$ cat config.mk
export PLATFORM = sky130hd
export DESIGN_NAME = ras_irq_router
export DESIGN_NICKNAME = d
export VERILOG_FILES = /design/src/rtl/ras_pkg.sv /design/src/rtl/ras_cfg_regs.sv /design/src/rtl/ras_src_slice.sv /design/src/rtl/ras_irq_merge.sv /design/src/rtl/ras_irq_router.sv
export SDC_FILE = /design/constraint.sdc
export NUM_CORES = 1
export LEC_CHECK = 0
export BUFFER_PORTS_ARGS = -buffer_cell sky130_fd_sc_hd__buf_4
export CELL_PAD_IN_SITES_DETAIL_PLACEMENT = 0
export CELL_PAD_IN_SITES_GLOBAL_PLACEMENT = 1
export CORE_ASPECT_RATIO = 1.4
export CORE_UTILIZATION = 30
export DETAILED_ROUTE_END_ITERATION = 10
export GPL_ROUTABILITY_DRIVEN = 1
export GPL_TIMING_DRIVEN = 1
export PLACE_DENSITY = 0.68
export SYNTH_ARGS = -nofsm -noshare
export SYNTH_HDL_FRONTEND = slang
export SYNTH_SLANG_ARGS = --single-unit
$ cat constraint.sdc
create_clock -name clk -period 3.9 [get_ports clk]
set_clock_uncertainty 0.05 [all_clocks]
set_input_delay 0.39 -clock clk [delete_from_list [all_inputs] [get_ports clk]]
set_output_delay 0.39 -clock clk [all_outputs]
set_load 0.05 [all_outputs]
$ cat src/rtl/ras_pkg.sv
package ras_pkg;
  localparam int unsigned SEL_W = 3;
  localparam logic [1:0] PRIV_M = 2'b11;

  typedef enum logic [SEL_W-1:0] {
    SEL_ROUTE  = 3'd0,
    SEL_MASK   = 3'd1,
    SEL_LOGEN  = 3'd2,
    SEL_EXPOSE = 3'd3,
    SEL_TEE    = 3'd4,
    SEL_CLEAR  = 3'd5
  } cfg_sel_e;

  // sticky bit update: a new error beats a simultaneous clear
  function automatic logic pend_next(input logic cur, input logic set, input logic clr);
    return set | (cur & ~clr);
  endfunction

  // release flag: captured on machine exit, dropped with the pending bit
  function automatic logic rel_next(input logic cur, input logic fire, input logic pend_nx);
    return (cur | fire) & pend_nx;
  endfunction
endpackage

$ cat src/rtl/ras_cfg_regs.sv
module ras_cfg_regs #(
  parameter int unsigned N_SRC = 8
) (
  input  logic                     clk,
  input  logic                     rst_n,
  input  logic                     wr_ok,
  input  logic [ras_pkg::SEL_W-1:0] sel,
  input  logic [N_SRC-1:0]         wdata,
  output logic [N_SRC-1:0]         route_q,
  output logic [N_SRC-1:0]         mask_q,
  output logic [N_SRC-1:0]         logen_q,
  output logic [N_SRC-1:0]         expose_q,
  output logic [N_SRC-1:0]         tee_q,
  output logic [N_SRC-1:0]         clr_vec
);
  import ras_pkg::*;

  always_ff @(posedge clk) begin
    if (!rst_n) begin
      route_q  <= '0;
      mask_q   <= '0;
      logen_q  <= '1;
      expose_q <= '0;
      tee_q    <= '0;
    end else if (wr_ok) begin
      case (sel)
        SEL_ROUTE:  route_q  <= wdata;
        SEL_MASK:   mask_q   <= wdata;
        SEL_LOGEN:  logen_q  <= wdata;
        SEL_EXPOSE: expose_q <= wdata;
        SEL_TEE:    tee_q    <= wdata;
        default: ;
      endcase
    end
  end

  always_comb begin
    clr_vec = '0;
    if (wr_ok && (sel == SEL_CLEAR)) clr_vec = wdata;
  end
endmodule

$ cat src/rtl/ras_src_slice.sv
module ras_src_slice (
  input  logic clk,
  input  logic rst_n,
  input  logic evt,
  input  logic route,
  input  logic mask,
  input  logic logen,
  input  logic expose,
  input  logic clr,
  input  logic m_exit,
  output logic pend,
  output logic rel
);
  import ras_pkg::*;

  logic set_ev;
  logic fire;
  logic pend_nx;

  assign set_ev  = evt & ~mask & logen;
  assign fire    = m_exit & expose & pend & route;
  assign pend_nx = pend_next(pend, set_ev, clr);

  always_ff @(posedge clk) begin
    if (!rst_n) begin
      pend <= 1'b0;
      rel  <= 1'b0;
    end else begin
      pend <= pend_nx;
      rel  <= rel_next(rel, fire, pend_nx);
    end
  end
endmodule

$ cat src/rtl/ras_irq_merge.sv
module ras_irq_merge #(
  parameter int unsigned N_SRC = 8
) (
  input  logic [N_SRC-1:0] pend,
  input  logic [N_SRC-1:0] rel,
  input  logic [N_SRC-1:0] route,
  input  logic [N_SRC-1:0] mask,
  input  logic [N_SRC-1:0] tee,
  output logic             fw_irq,
  output logic             os_irq,
  output logic             tee_req
);
  logic [N_SRC-1:0] fw_hit;
  logic [N_SRC-1:0] os_hit;
  logic [N_SRC-1:0] tee_hit;

  assign fw_hit  = pend & ~mask & route;
  assign os_hit  = pend & ~mask & (~route | rel);
  assign tee_hit = pend & tee;

  assign tee_req = |tee_hit;
  assign fw_irq  = (|fw_hit) & ~tee_req;
  assign os_irq  = (|os_hit) & ~tee_req;
endmodule

$ cat src/rtl/ras_irq_router.sv
module ras_irq_router #(
  parameter int unsigned N_SRC = 8
) (
  input  logic                      clk,
  input  logic                      rst_n,
  input  logic [N_SRC-1:0]          err_evt,
  input  logic [1:0]                priv,
  input  logic                      cfg_we,
  input  logic [ras_pkg::SEL_W-1:0] cfg_sel,
  input  logic [N_SRC-1:0]          cfg_wdata,
  output logic [N_SRC-1:0]          pend_o,
  output logic                      fw_irq,
  output logic                      os_irq,
  output logic                      tee_req
);
  import ras_pkg::*;

  logic [1:0]       priv_q;
  logic             m_exit;
  logic             wr_ok;
  logic [N_SRC-1:0] route_q, mask_q, logen_q, expose_q, tee_q, clr_vec;
  logic [N_SRC-1:0] rel_q;

  // privilege edge: hart resets into machine mode
  always_ff @(posedge clk) begin
    if (!rst_n) priv_q <= PRIV_M;
    else        priv_q <= priv;
  end

  assign m_exit = (priv_q == PRIV_M) && (priv != PRIV_M);
  assign wr_ok  = cfg_we && (priv == PRIV_M);

  ras_cfg_regs #(.N_SRC(N_SRC)) u_cfg (
    .clk      (clk),
    .rst_n    (rst_n),
    .wr_ok    (wr_ok),
    .sel      (cfg_sel),
    .wdata    (cfg_wdata),
    .route_q  (route_q),
    .mask_q   (mask_q),
    .logen_q  (logen_q),
    .expose_q (expose_q),
    .tee_q    (tee_q),
    .clr_vec  (clr_vec)
  );

  for (genvar i = 0; i < N_SRC; i++) begin : g_src
    ras_src_slice u_slice (
      .clk    (clk),
      .rst_n  (rst_n),
      .evt    (err_evt[i]),
      .route  (route_q[i]),
      .mask   (mask_q[i]),
      .logen  (logen_q[i]),
      .expose (expose_q[i]),
      .clr    (clr_vec[i]),
      .m_exit (m_exit),
      .pend   (pend_o[i]),
      .rel    (rel_q[i])
    );
  end

  ras_irq_merge #(.N_SRC(N_SRC)) u_merge (
    .pend    (pend_o),
    .rel     (rel_q),
    .route   (route_q),
    .mask    (mask_q),
    .tee     (tee_q),
    .fw_irq  (fw_irq),
    .os_irq  (os_irq),
    .tee_req (tee_req)
  );
endmodule

Word-level counts from Yosys, hierarchy flattened
Cells that the tools add are included.

Bits of input ports: 24. Logic and storage cells: 141. Register bits after elaboration: 58.

Reductions and logical operators: 12. Eq/ne operators: 8. Muxes and demuxes: 1. Bitwise logic cells: 98.

Operator list (number): 1-bit AND (58); 8-bit AND (4); 8-bit OR reduction (3); 1-bit inverter (17); 8-bit inverter (2); 1-bit bitwise OR (16); 2-bit AND reduction (5); 8-bit 2-to-1 mux (1); 8-bit bitwise OR (1); 3-bit by 2-bit equality test with 1-bit output (second input constant) (2); 3-bit equality test (second input constant) (2); 2-bit equality test (second input constant) (2); 3-bit by 1-bit equality test with 1-bit output (second input constant) (1); 1-bit logical AND (3); 3-bit logical NOT (1); 2-bit inequality test (second input constant) (1).

Logic depth before layout (Yosys ltp)
Gate-level depths: netlist of run 1.

Depth in word-level cells: 8. Gate-level depth with buffers: 6. Gate-level depth less buffers: 4.

By module
From an unflattened synthesis of run 1, not the netlist that was laid out.

Cell total of the unflattened synthesis: 263. Area, all modules: 2712.6 um2.

Modules (own cells, without submodules): ras_cfg_regs (area each 1622.8 um2, cells each 161, instances 1, sequential area each 800.8 um2); ras_src_slice (area each 96.3 um2, cells each 8, instances 8, sequential area each 40.0 um2); ras_irq_merge (area each 251.5 um2, cells each 31, instances 1, sequential area each 0.0 um2); ras_irq_router (area each 67.6 um2, cells each 7, instances 1, sequential area each 40.0 um2).

Worst setup path after synthesis of run 1
OpenSTA, ideal clock, no wires.

Kind: register -> output. Start point: reg g_src[0].u_slice.pend. End point: out fw_irq. Required time: 3460 ps. Data arrival time: 2108 ps. Path slack: 1352 ps. Buffers on the path: 0. Stages on the path, launching flop included: 4. Path through: dfxtp_1 > a22oi_1 > nand4_1 > a31oi_1.

Cells in the longest elaborated chain, start to end: 4.

Ends and longest elaborated chain: start: declaration (RTL line ras_src_slice.sv:11) `output logic pend,`; start signal: assignment (RTL line ras_src_slice.sv:29) `pend <= pend_nx;`; 8-bit AND (RTL line ras_irq_merge.sv:19) `assign tee_hit = pend & tee;`; 8-bit OR reduction (RTL line ras_irq_merge.sv:21) `assign tee_req = |tee_hit;`; via tee_req (RTL line ras_irq_router.sv:14) `output logic tee_req`; 1-bit inverter (RTL line ras_irq_merge.sv:22) `assign fw_irq = (|fw_hit) & ~tee_req;`; 1-bit AND (RTL line ras_irq_merge.sv:22); end: declaration (RTL line ras_irq_router.sv:12) `output logic fw_irq,`.

The timed path passes the listed nets, and every way through them passes these cells.

Worst setup path in the final report of run 1
Start point: reg g_src[5].u_slice.pend. End point: out os_irq.

Cells in the longest elaborated chain, start to end: 4.

Ends and longest elaborated chain: start: declaration (RTL line ras_src_slice.sv:11); start signal: assignment (RTL line ras_src_slice.sv:29); 8-bit AND (on tied branches) (RTL line ras_irq_merge.sv:18, ras_irq_merge.sv:19); 8-bit AND or 8-bit OR reduction (tied branches) (RTL line ras_irq_merge.sv:18, ras_irq_merge.sv:21); 8-bit OR reduction or 1-bit inverter (tied branches) (RTL line ras_irq_merge.sv:23) `assign os_irq = (|os_hit) & ~tee_req;`; 1-bit AND * (RTL line ras_irq_merge.sv:23); end: declaration (RTL line ras_irq_router.sv:13) `output logic os_irq,`.

Mark *: on every way between the ends. The rest lies on a longest branch, timed or not.

==> results of run 1 <==
[stage by stage]
stage          instance area (um^2)  power (W)  hold WS, ns
2_1_floorplan                  2570   0.000709        0.383
3_3_place_gp                   2810   0.000754        0.400
3_5_place_dp                   2810   0.000754        0.409
4_1_cts                        3140    0.00164        0.216
5_1_grt                        3140    0.00168        0.234
6_report                       3140    0.00162        0.227
[cell usage after synthesis, types with 2 or more instances]
master	number
a211oi_1	2
a21boi_0	18
a21oi_1	4
a22oi_1	4
a31oi_1	10
a41oi_1	6
and3_1	3
buf_4	10
buf_6	4
clkbuf_1	7
dfxtp_1	58
inv_1	11
mux2i_1	24
nand2_1	37
nand2b_1	3
nand3_1	19
nand4_1	3
nor2_1	8
nor2b_1	26
nor3b_1	6
o21a_1	5
o22ai_1	2
[how the worst max path moves through the flow]
stage,startpoint,endpoint,slack [ns],depth (start not counted)
final,g_src[5].u_slice.pend,os_irq,1.76,5
after global routing,u_cfg.route_q[3],os_irq,1.68,5
after CTS,g_src[5].u_slice.pend,os_irq,1.70,5
after detailed placement,cfg_sel[2],u_cfg.logen_q[1],1.57,5
after global placement,cfg_sel[2],u_cfg.logen_q[3],1.61,5
after floorplan,g_src[0].u_slice.pend,fw_irq,1.35,3
[sequential cells by signal (all words and copies together) (netlist names)]
name / count
u_cfg.mask_q: 8
g_src.u_slice.rel: 8
priv_q: 2
u_cfg.logen_q: 8
u_cfg.expose_q: 8
u_cfg.tee_q: 8
u_cfg.route_q: 8
g_src.u_slice.pend: 8
[cells by family after synthesis]
group | count (synthesis) | synth area share
simple gates | 114 | 0.233
mux | 24 | 0.0933
compound gates | 53 | 0.148
flops | 58 | 0.451
buf+inv | 33 | 0.0748
[layer usage]
| layer | track usage | vias up |
|---|---|---|
| met2 | 0.256 | 36 |
| met3 | 0.0418 | 8 |
| li1 | - | 1030 |
| met5 | 0 | - |
| met4 | 0.0690 | 0 |
| met1 | 0.190 | 986 |
[worst max-delay path, cell delays in order (launching register included)]
cell and delay [ns]:
dfxtp_1 0.42, inv_1 0.08, a211oi_1 0.34, nor4_1 0.14
a31oi_1 0.18, buf_4 0.22
[cell type report]
type | instances | area share
multi-input cells | 191 | 0.389
clock inverters | 6 | 0.0335
clock buffers | 10 | 0.0729
flip-flops and latches | 58 | 0.370
inverters | 11 | 0.0131
well taps | 102 | 0.0406
repair buffers | 34 | 0.0813
[power groups by stage]
stage               Combinational, W  Clock [W]  Sequential, W
floorplan                  0.0000850          0       0.000624
global placement            0.000125          0       0.000629
detailed placement          0.000125          0       0.000629
CTS                         0.000125   0.000902       0.000617
global route                0.000132   0.000927       0.000618
finish                      0.000123   0.000880       0.000617
==> key figures, run 1 <==
Floorplanning
  – FP Rows: 39
  – Full die area: ~9000 um^2
  – Num ports: 35
  – Chip Width: between 80 and 90 um
  – Area of the core: ~8000 um^2
  – Die height: 112 um
  – Initial Util: 0.312

Clock tree
  – Cts repair resizes: 0
  – Clock sinks: 58
  – Root Driver: clkbuf_16
  – Post-CTS setup buffer count: 0
  – CTS tree: done
  – Clock Pin Slew Worst Setup and Hold Paths: 0.05 ns
  – CTS Hold Bufs: 0
  – TritonCTS Buffers: 9
  – Clock Path Buffers: 2
  – H-tree Lvls: 3
  – Clock Latency Late Sink: 0.32 ns

Yosys
  – Ys async rst share: 0
  – Dominant synthesized flop cell: dfxtp_1
  – Syn. warnings: 0
  – Yosys cell types: 34
  – Cells taking the most area after synthesis: dfxtp_1 (45%), mux2i_1 (9.3%), nor2b_1 (6.3%)
  – Post-synthesis instance total: about 280
  – Mapped Nets: roughly 300
  – Mean Syn Cell Area: 9.13 um^2
  – Share of the synthesized area in the top cell type: 0.451
  – Post-Synthesis Cell Area: roughly 2600 um^2
  – Post-synth EDFFs: 0
  – FF+latch count, synth: 58
  – Sequential fraction of the synthesis area: 0.451
  – Dominant cell type by area after synthesis: dfxtp_1

Hold path
  – Worst Hold Depth: 2
  – Min-delay src: priv[0]
  – Worst Hold End: priv_q[0]
  – Hold WC Path Type: input pin to register

Power and ir drop
  – Clk network pwr share: 0.543
  – Leak: roughly 1.1 nW
  – Pint: 0.00127 W
  – PwrDens: slightly above 500 nW/um^2
  – Comb power frac: 0.076
  – VDD IR max: approximately 0.25 mV
  – Sequential power share: 0.381
  – Switch share: 0.215
  – P_sw: 0.000348 W

Route
  – Met2 wire len: approximately 3200 um
  – DRC Markers: 0
  – Total number of vias: between 2000 and 2500
  – Highest metal used: met4
  – Routed wl met3: 284 um
  – Routed length per instance: approximately 15 um
  – Via density: approximately 5.0
  – ANT nets after route: 0
  – WL final: 6370 um
  – Initial DRC count: 110
  – Drt pass-1 iters: 4
  – M1 wire length: ~2700 um

Final layout
  – # diodes: 0
  – Most common cell after layout, fill and taps aside: dfxtp_1
  – Final instance count without filler cells: roughly 410
  – Nets@finish: 329
  – Commonest cells after routing, fill and taps aside: dfxtp_1 (58), nand2_1 (37), buf_4 (34)
  – Fraction of final layout cells with drive strength greater than 1: 0.168
  – Area of the multi-input gates: roughly 1200 um^2
  – Register Area: about 1200 um^2
  – Fill cells: about 870
  – Layout area overhead: 22.0%
  – Final Util: 0.381

STA
  – Fmax: about 470 MHz
  – Total negative slack: 0 ns
  – Final setup margin: between 1.5 and 2 ns
  – Setup violations, final: 0
  – Pins over their slew limit: 0
  – Crit path time final: 2.14 ns
  – Relative slew slack: 0.382
  – Slew @ Worst Pin: approximately 0.93 ns
  – Fin. Hold Viols: 0
  – RSZ-0062 raised after global routing: false
  – Tcrit/Tclk final: 0.549

Worst setup path
  – Critical Path Sink Type: output pin
  – Crit-path max FO: 5
  – R2r setup slk: approximately 2.3 ns
  – R2R Path Start: priv_q[0]
  – Capture point of the worst reg-to-reg path: g_src[3].u_slice.rel
  – R2R depth: 4
  – Crit path launch type: register
  – Kind of critical path: register to output pin
  – Critical path required time: ~3.5 ns
  – CP arrival: roughly 1.7 ns

Outcome
  – Outcome: finished, final reports clean

Global routing
  – Vias in the first global route: approximately 2000
  – Grt total ovfl: 0
  – Largest net degree at the start of global routing: 54
  – Initial antenna violation count: 0
  – First-pass GRT wire length: 10400 um
  – Overall global routing resource usage: 0.157

Run
  – Max-cap viol count: 0

Place
  – Post-DP HPWL: between 4000 and 5000 um
  – Final GP Congestion: between 0.7 and 0.8
  – PortBufs: 34
  – Number of cells after detailed placement: 396
  – Dpl ws: ~1.6 ns
Power figures use the tool's default switching activity.
==> run 2: changes to the inputs <==
Clock period 3.9 ns to 2.1 ns, I/O delays scaled along.
==> run 2 against run 1 <==
Clock power is 63% higher. Die area stayed put. Routed wire length is 4.4% higher. Via count is 0.49% higher. Hold slack worse by 0.18 ns. Final cell count is 1.7% higher. Critical endpoint unchanged. Largest cell class unchanged. Largest power group unchanged.
==> key figures, run 2 (synthesized netlist as in run 1, its figures left out) <==
Outcome
  – Outcome: finished, final reports clean

Hold path
  – Hold WC Path Type: input pin to register
  – Worst Hold Depth: 2 (unchanged)
  – Worst Hold End: priv_q[0]
  – Min-delay src: priv[0]

Floorplanning
  – Full die area: 8960 um^2 (unchanged)
  – Initial Util: 0.312 (unchanged)
  – FP Rows: 39 (unchanged)
  – Num ports: 35 (unchanged)
  – Chip Width: 80.3 um (unchanged)
  – Area of the core: 8250 um^2 (unchanged)
  – Die height: 112 um (unchanged)

Final layout
  – Nets@finish: 336 (+2.1%)
  – Post-Layout Inst Area: 3170 um^2 (+1.1%)
  – Most common cell after layout, fill and taps aside: dfxtp_1
  – Commonest cells after routing, fill and taps aside: dfxtp_1 (58), buf_4 (41), nand2_1 (37)
  – Register Area: 1160 um^2 (unchanged)
  – Fill cells: 835 (-4.5%)
  – Fraction of final layout cells with drive strength greater than 1: 0.192 (+0.0247)
  – # diodes: 0 (unchanged)
  – Area of the multi-input gates: 1230 um^2 (+1.0%)
  – Layout area overhead: 23.3%

STA
  – Final hold slack: 0.0425 ns (-0.184 ns)
  – Slew @ Worst Pin: 0.582 ns (-0.345 ns)
  – Tcrit/Tclk final: 0.946
  – Pins over their slew limit: 0 (unchanged)
  – RSZ-0062 raised after global routing: false
  – Setup violations, final: 0 (unchanged)
  – Crit path time final: between 1.5 and 2 ns
  – Fin. Hold Viols: 0 (unchanged)
  – Fmax: roughly 500 MHz
  – Relative slew slack: 0.612 (+0.230)

Worst setup path
  – R2r setup slk: 0.97 ns (-1.30 ns)
  – Crit-path max FO: 4 (-1)
  – CP arrival: 1.73 ns (+0.03 ns)
  – Kind of critical path: register to output pin
  – Crit path launch type: register
  – R2R Path Start: priv_q[1]
  – Capture point of the worst reg-to-reg path: g_src[3].u_slice.rel
  – R2R depth: 5 (+1)
  – Critical Path Sink Type: output pin
  – Critical path required time: 1.84 ns (-1.62 ns)

Clock tree
  – TritonCTS Buffers: 9 (unchanged)
  – Clock Latency Late Sink: 0.33 ns (about the same)
  – CTS Hold Bufs: 0 (unchanged)
  – H-tree Lvls: 3 (unchanged)
  – Clock sinks: 58 (unchanged)
  – Post-CTS setup buffer count: 0 (unchanged)
  – Clock Pin Slew Worst Setup and Hold Paths: 0.05 ns (about the same)
  – Root Driver: clkbuf_16
  – Clock Path Buffers: 2 (unchanged)
  – Cts repair resizes: 0 (unchanged)
  – CTS tree: done

Run
  – Max-cap viol count: 0 (unchanged)

Place
  – Post-DP HPWL: 4400 um (+2.2%)
  – Final GP Congestion: 0.758 (+3.4%)
  – Placed instance area: 2870 um^2 (+2.3%)
  – PortBufs: 34 (unchanged)

Global routing
  – Initial antenna violation count: 0 (unchanged)
  – Largest net degree at the start of global routing: 54 (unchanged)
  – Overall global routing resource usage: 0.162 (+0.00513)
  – Vias in the first global route: 2023 (+0.55%)
  – Grt total ovfl: 0 (unchanged)
  – First-pass GRT wire length: 10600 um (+1.1%)

Power and ir drop
  – Leak: 1.14 nW (+2.1%)
  – PwrDens: 888 nW/um^2 (+72%)
  – VDD IR max: 0.532 mV (+120%)

Route
  – Total number of vias: 2070 (+0.49%)
  – Routed length per instance: 15.9 um (+2.6%)
  – Via density: 4.94 (-1.2%)
  – ANT nets after route: 0 (unchanged)
  – Drt pass-1 iters: 4 (unchanged)
  – DRC Markers: 0 (unchanged)
  – Initial DRC count: 137 (+25%)
  – WL final: 6650 um (+4.4%)
[run 2: changes by cell type in the layout (fill, tap and decap cells not counted)]
cell       previous run  this run
buf_4                34        41
clkbuf_8              0         5
bufinv_16             3         0
a31oi_1              10         8
a31oi_2               0         2
clkinv_2              3         1
[run 2: worst max path at each step]
stage                                     start               to  slack [ns]
final                          u_cfg.route_q[3]           os_irq        0.11
after global routing           u_cfg.route_q[3]           os_irq        0.01
after CTS                      u_cfg.route_q[3]           os_irq        0.13
after detailed placement             cfg_sel[0]  u_cfg.mask_q[0]        0.47
after global placement               cfg_sel[0]  u_cfg.mask_q[4]        0.48
after floorplan           g_src[0].u_slice.pend           fw_irq       -0.03
[run 2: cell type report]
class / instances / share of cell area
Tap cell: 102 / 0.0402
Sequential cell: 58 / 0.366
Timing Repair Buffer: 41 / 0.0970
Inverter: 11 / 0.0130
Clock inverter: 1 / 0.00158
Multi-Input combinational cell: 191 / 0.389
Clock buffer: 15 / 0.0938
[run 2: per-layer routing]
metal  vias to the layer above  routed length (um)  global-route usage
met5                         -                   0                   0
met3                         9                 229              0.0434
met2                        45                3190               0.252
met1                       980                3080               0.203
li1                       1036                   -                   -
met4                         0                 153              0.0821
[run 2: through the flow]
step	power (W)	util	std cells	setup TNS [ns]	setup WS, ns
5_1_grt	0.00293	0.385	419	0	0.0110
4_1_cts	0.00285	0.385	419	0	0.134
3_3_place_gp	0.00141	0.348	403	0	0.481
2_1_floorplan	0.00132	-	282	-0.0677	-0.0339
3_5_place_dp	0.00141	0.348	403	0	0.472
6_report	0.00282	0.385	419	0	0.114
[run 2: critical path, cell delays in order, from the launching register on]
cell,delay (ns)
dfxtp_1,0.36
nor2b_1,0.15
nor3b_1,0.07
nor4_1,0.47
a31oi_2,0.14
buf_4,0.21
[run 2: power by group]
part           switching [W]  internal, W
clock network       0.000475     0.000956
logic               0.000145    0.0000961
registers          0.0000237      0.00112
==> run 3: changes to the inputs <==
Settings changed: SETUP_SLACK_MARGIN set to 0.5.
==> run 3 against run 2 <==
Sequential share of layout area is 1.1 points lower. Clock power is 4% lower. Final cell count is 1.7% higher. Register-to-register slack hardly changed. Critical endpoint unchanged. Critical path depth stayed put. Cell area is 4.8% higher. Global-route usage hardly changed. Via count is 0.53% higher. Worst setup slack better by 0.22 ns. Clock-buffer cell count is 1 lower. Utilization is 1.8 points higher. First-iteration DRC count is 34% lower.
==> key figures, run 3 (synthesized netlist as in run 1, its figures left out) <==
Route
  – Total number of vias: 2081 (+0.53%)
  – Via density: 4.88 (-1.1%)
  – DRC Markers: 0 (unchanged)
  – Drt pass-1 iters: 4 (unchanged)
  – WL final: 6400 um (-3.7%)
  – ANT nets after route: 0 (unchanged)
  – Initial DRC count: 90 (-34%)
  – Routed length per instance: 15.0 um (-5.2%)

Worst setup path
  – Critical Path Sink Type: output pin
  – CP max-delay cell: dfxtp_2
  – Kind of critical path: register to output pin
  – Critical path required time: 1.84 ns (about the same)
  – Worst Path Buf+Inv: 2 (+1)
  – Crit-path leading delay family: simple AND/OR/NAND/NOR gates
  – Crit path launch type: register
  – Largest stage delay on the critical path: 0.34 ns (-0.13 ns)
  – Worst path cell trace: nor3b_2, nor4_2, buf_4, a31oi_4, buf_6
  – CP arrival: 1.51 ns (-0.22 ns)
  – Crit-path max FO: 6 (+2)

STA
  – Tcrit/Tclk final: 0.841 (-0.104)
  – Relative slew slack: 0.674 (+0.0624)
  – Fmax: 566 MHz (+12%)
  – Crit path time final: 1.77 ns (-0.219 ns)
  – Fin. Hold Viols: 0 (unchanged)
  – Total negative slack: 0 ns (unchanged)
  – Setup violations, final: 0 (unchanged)
  – Slew @ Worst Pin: 0.488 ns (-0.0935 ns)
  – Pins over their slew limit: 0 (unchanged)
  – RSZ-0062 raised after global routing: true

Final layout
  – Area of the multi-input gates: 1330 um^2 (+7.5%)
  – Nets@finish: 343 (+2.1%)
  – Fraction of final layout cells with drive strength greater than 1: 0.287 (+0.0946)
  – # diodes: 0 (unchanged)
  – Fill cells: 862 (+3.2%)
  – Register Area: 1180 um^2 (+1.5%)
  – Commonest cells after routing, fill and taps aside: dfxtp_1 (46), buf_4 (46), nand2_1 (37)
  – Layout area overhead: 29.2%

Power and ir drop
  – P_sw: 0.000650 W (+0.87%)
  – VDD IR max: 0.495 mV (-7.0%)
  – Pint: 0.00212 W (-2.5%)
  – Sequential power share: 0.415 (+0.008)
  – Clk network pwr share: 0.494 (-0.014)
  – Leak: 1.20 nW (+5.1%)
  – Comb power frac: 0.092 (+0.006)
  – Switch share: 0.235 (+0.00607)
  – PwrDens: 833 nW/um^2 (-6.2%)
  – Power Total: 0.00277 W (-1.7%)

Clock tree
  – TritonCTS Buffers: 9 (unchanged)
  – Clock Latency Late Sink: 0.33 ns (about the same)
  – Clock Path Buffers: 2 (unchanged)
  – Clock sinks: 58 (unchanged)
  – CTS tree: done
  – H-tree Lvls: 3 (unchanged)
  – Clock Pin Slew Worst Setup and Hold Paths: 0.05 ns (about the same)
  – Root Driver: clkbuf_16
  – CTS Hold Bufs: 0 (unchanged)

Global routing
  – First-pass GRT wire length: 10500 um (-0.72%)
  – Grt total ovfl: 0 (unchanged)
  – Overall global routing resource usage: 0.162 (about the same)
  – Vias in the first global route: 1985 (-1.9%)
  – Initial antenna violation count: 0 (unchanged)
  – Largest net degree at the start of global routing: 54 (unchanged)

Place
  – Post-DP HPWL: 4370 um (-0.79%)
  – Final GP Congestion: 0.756 (-0.28%)
  – PortBufs: 34 (unchanged)

Floorplanning
  – Chip Width: 80.3 um (unchanged)
  – Die height: 112 um (unchanged)
  – FP Rows: 39 (unchanged)
  – Full die area: 8960 um^2 (unchanged)
  – Area of the core: 8250 um^2 (unchanged)
  – Initial Util: 0.312 (unchanged)
  – Num ports: 35 (unchanged)

Outcome
  – Outcome: finished, final reports clean

Hold path
  – Hold WC Path Type: input pin to register

Run
  – Max-cap viol count: 0 (unchanged)
[run 3: final timing paths]
check	to	cells past startpoint	startpoint	slack (ns)
setup / recovery	os_irq	5	g_src[1].u_slice.pend	0.33
hold / removal	priv_q[0]	2	priv[0]	0.04
setup reg to reg	g_src[4].u_slice.rel	5	priv_q[0]	0.98
hold reg to reg	u_cfg.tee_q[1]	2	u_cfg.tee_q[1]	0.42
[run 3: timing repair]
item	CTS	global route
pin swaps	6	1
resized for setup	28	1
cloned	0	0
setup endpoints to repair	3	3
buffers inserted	4	0
[run 3: cell type report]
class / count / area share
tap: 102 / 0.0384
sequential: 58 / 0.354
clock inverter: 2 / 0.00301
timing repair buffer: 48 / 0.111
clock buffer: 14 / 0.0824
multi-input combinational: 191 / 0.399
inverter: 11 / 0.0124
[run 3: per-layer routing]
| metal | GRT usage | vias to the layer above | wire length (um) |
|---|---|---|---|
| met4 | 0.101 | 0 | 183 |
| met2 | 0.246 | 44 | 3060 |
| met3 | 0.0410 | 13 | 246 |
| met5 | 0 | - | 0 |
| li1 | - | 1050 | - |
| met1 | 0.202 | 974 | 2910 |
[run 3: through the flow]
stage / setup slack [ns] / util / hold slack (ns) / std cells / area [um^2]
floorplan: 0.0728 / - / 0.261 / 282 / 2610
global placement: 0.375 / 0.354 / 0.370 / 406 / 2920
detailed placement: 0.412 / 0.354 / 0.376 / 406 / 2920
CTS: 0.305 / 0.403 / 0.0279 / 426 / 3320
global route: 0.252 / 0.403 / 0.0531 / 426 / 3330
finish: 0.333 / 0.403 / 0.0410 / 426 / 3330
[run 3: power groups by stage]
| stage | Sequential [W] | Clock [W] | Combinational, W |
|---|---|---|---|
| 2_1_floorplan | 0.00116 | 0 | 0.000164 |
| 3_3_place_gp | 0.00117 | 0 | 0.000249 |
| 3_5_place_dp | 0.00117 | 0 | 0.000248 |
| 4_1_cts | 0.00115 | 0.00140 | 0.000257 |
| 5_1_grt | 0.00115 | 0.00145 | 0.000273 |
| 6_report | 0.00115 | 0.00137 | 0.000254 |
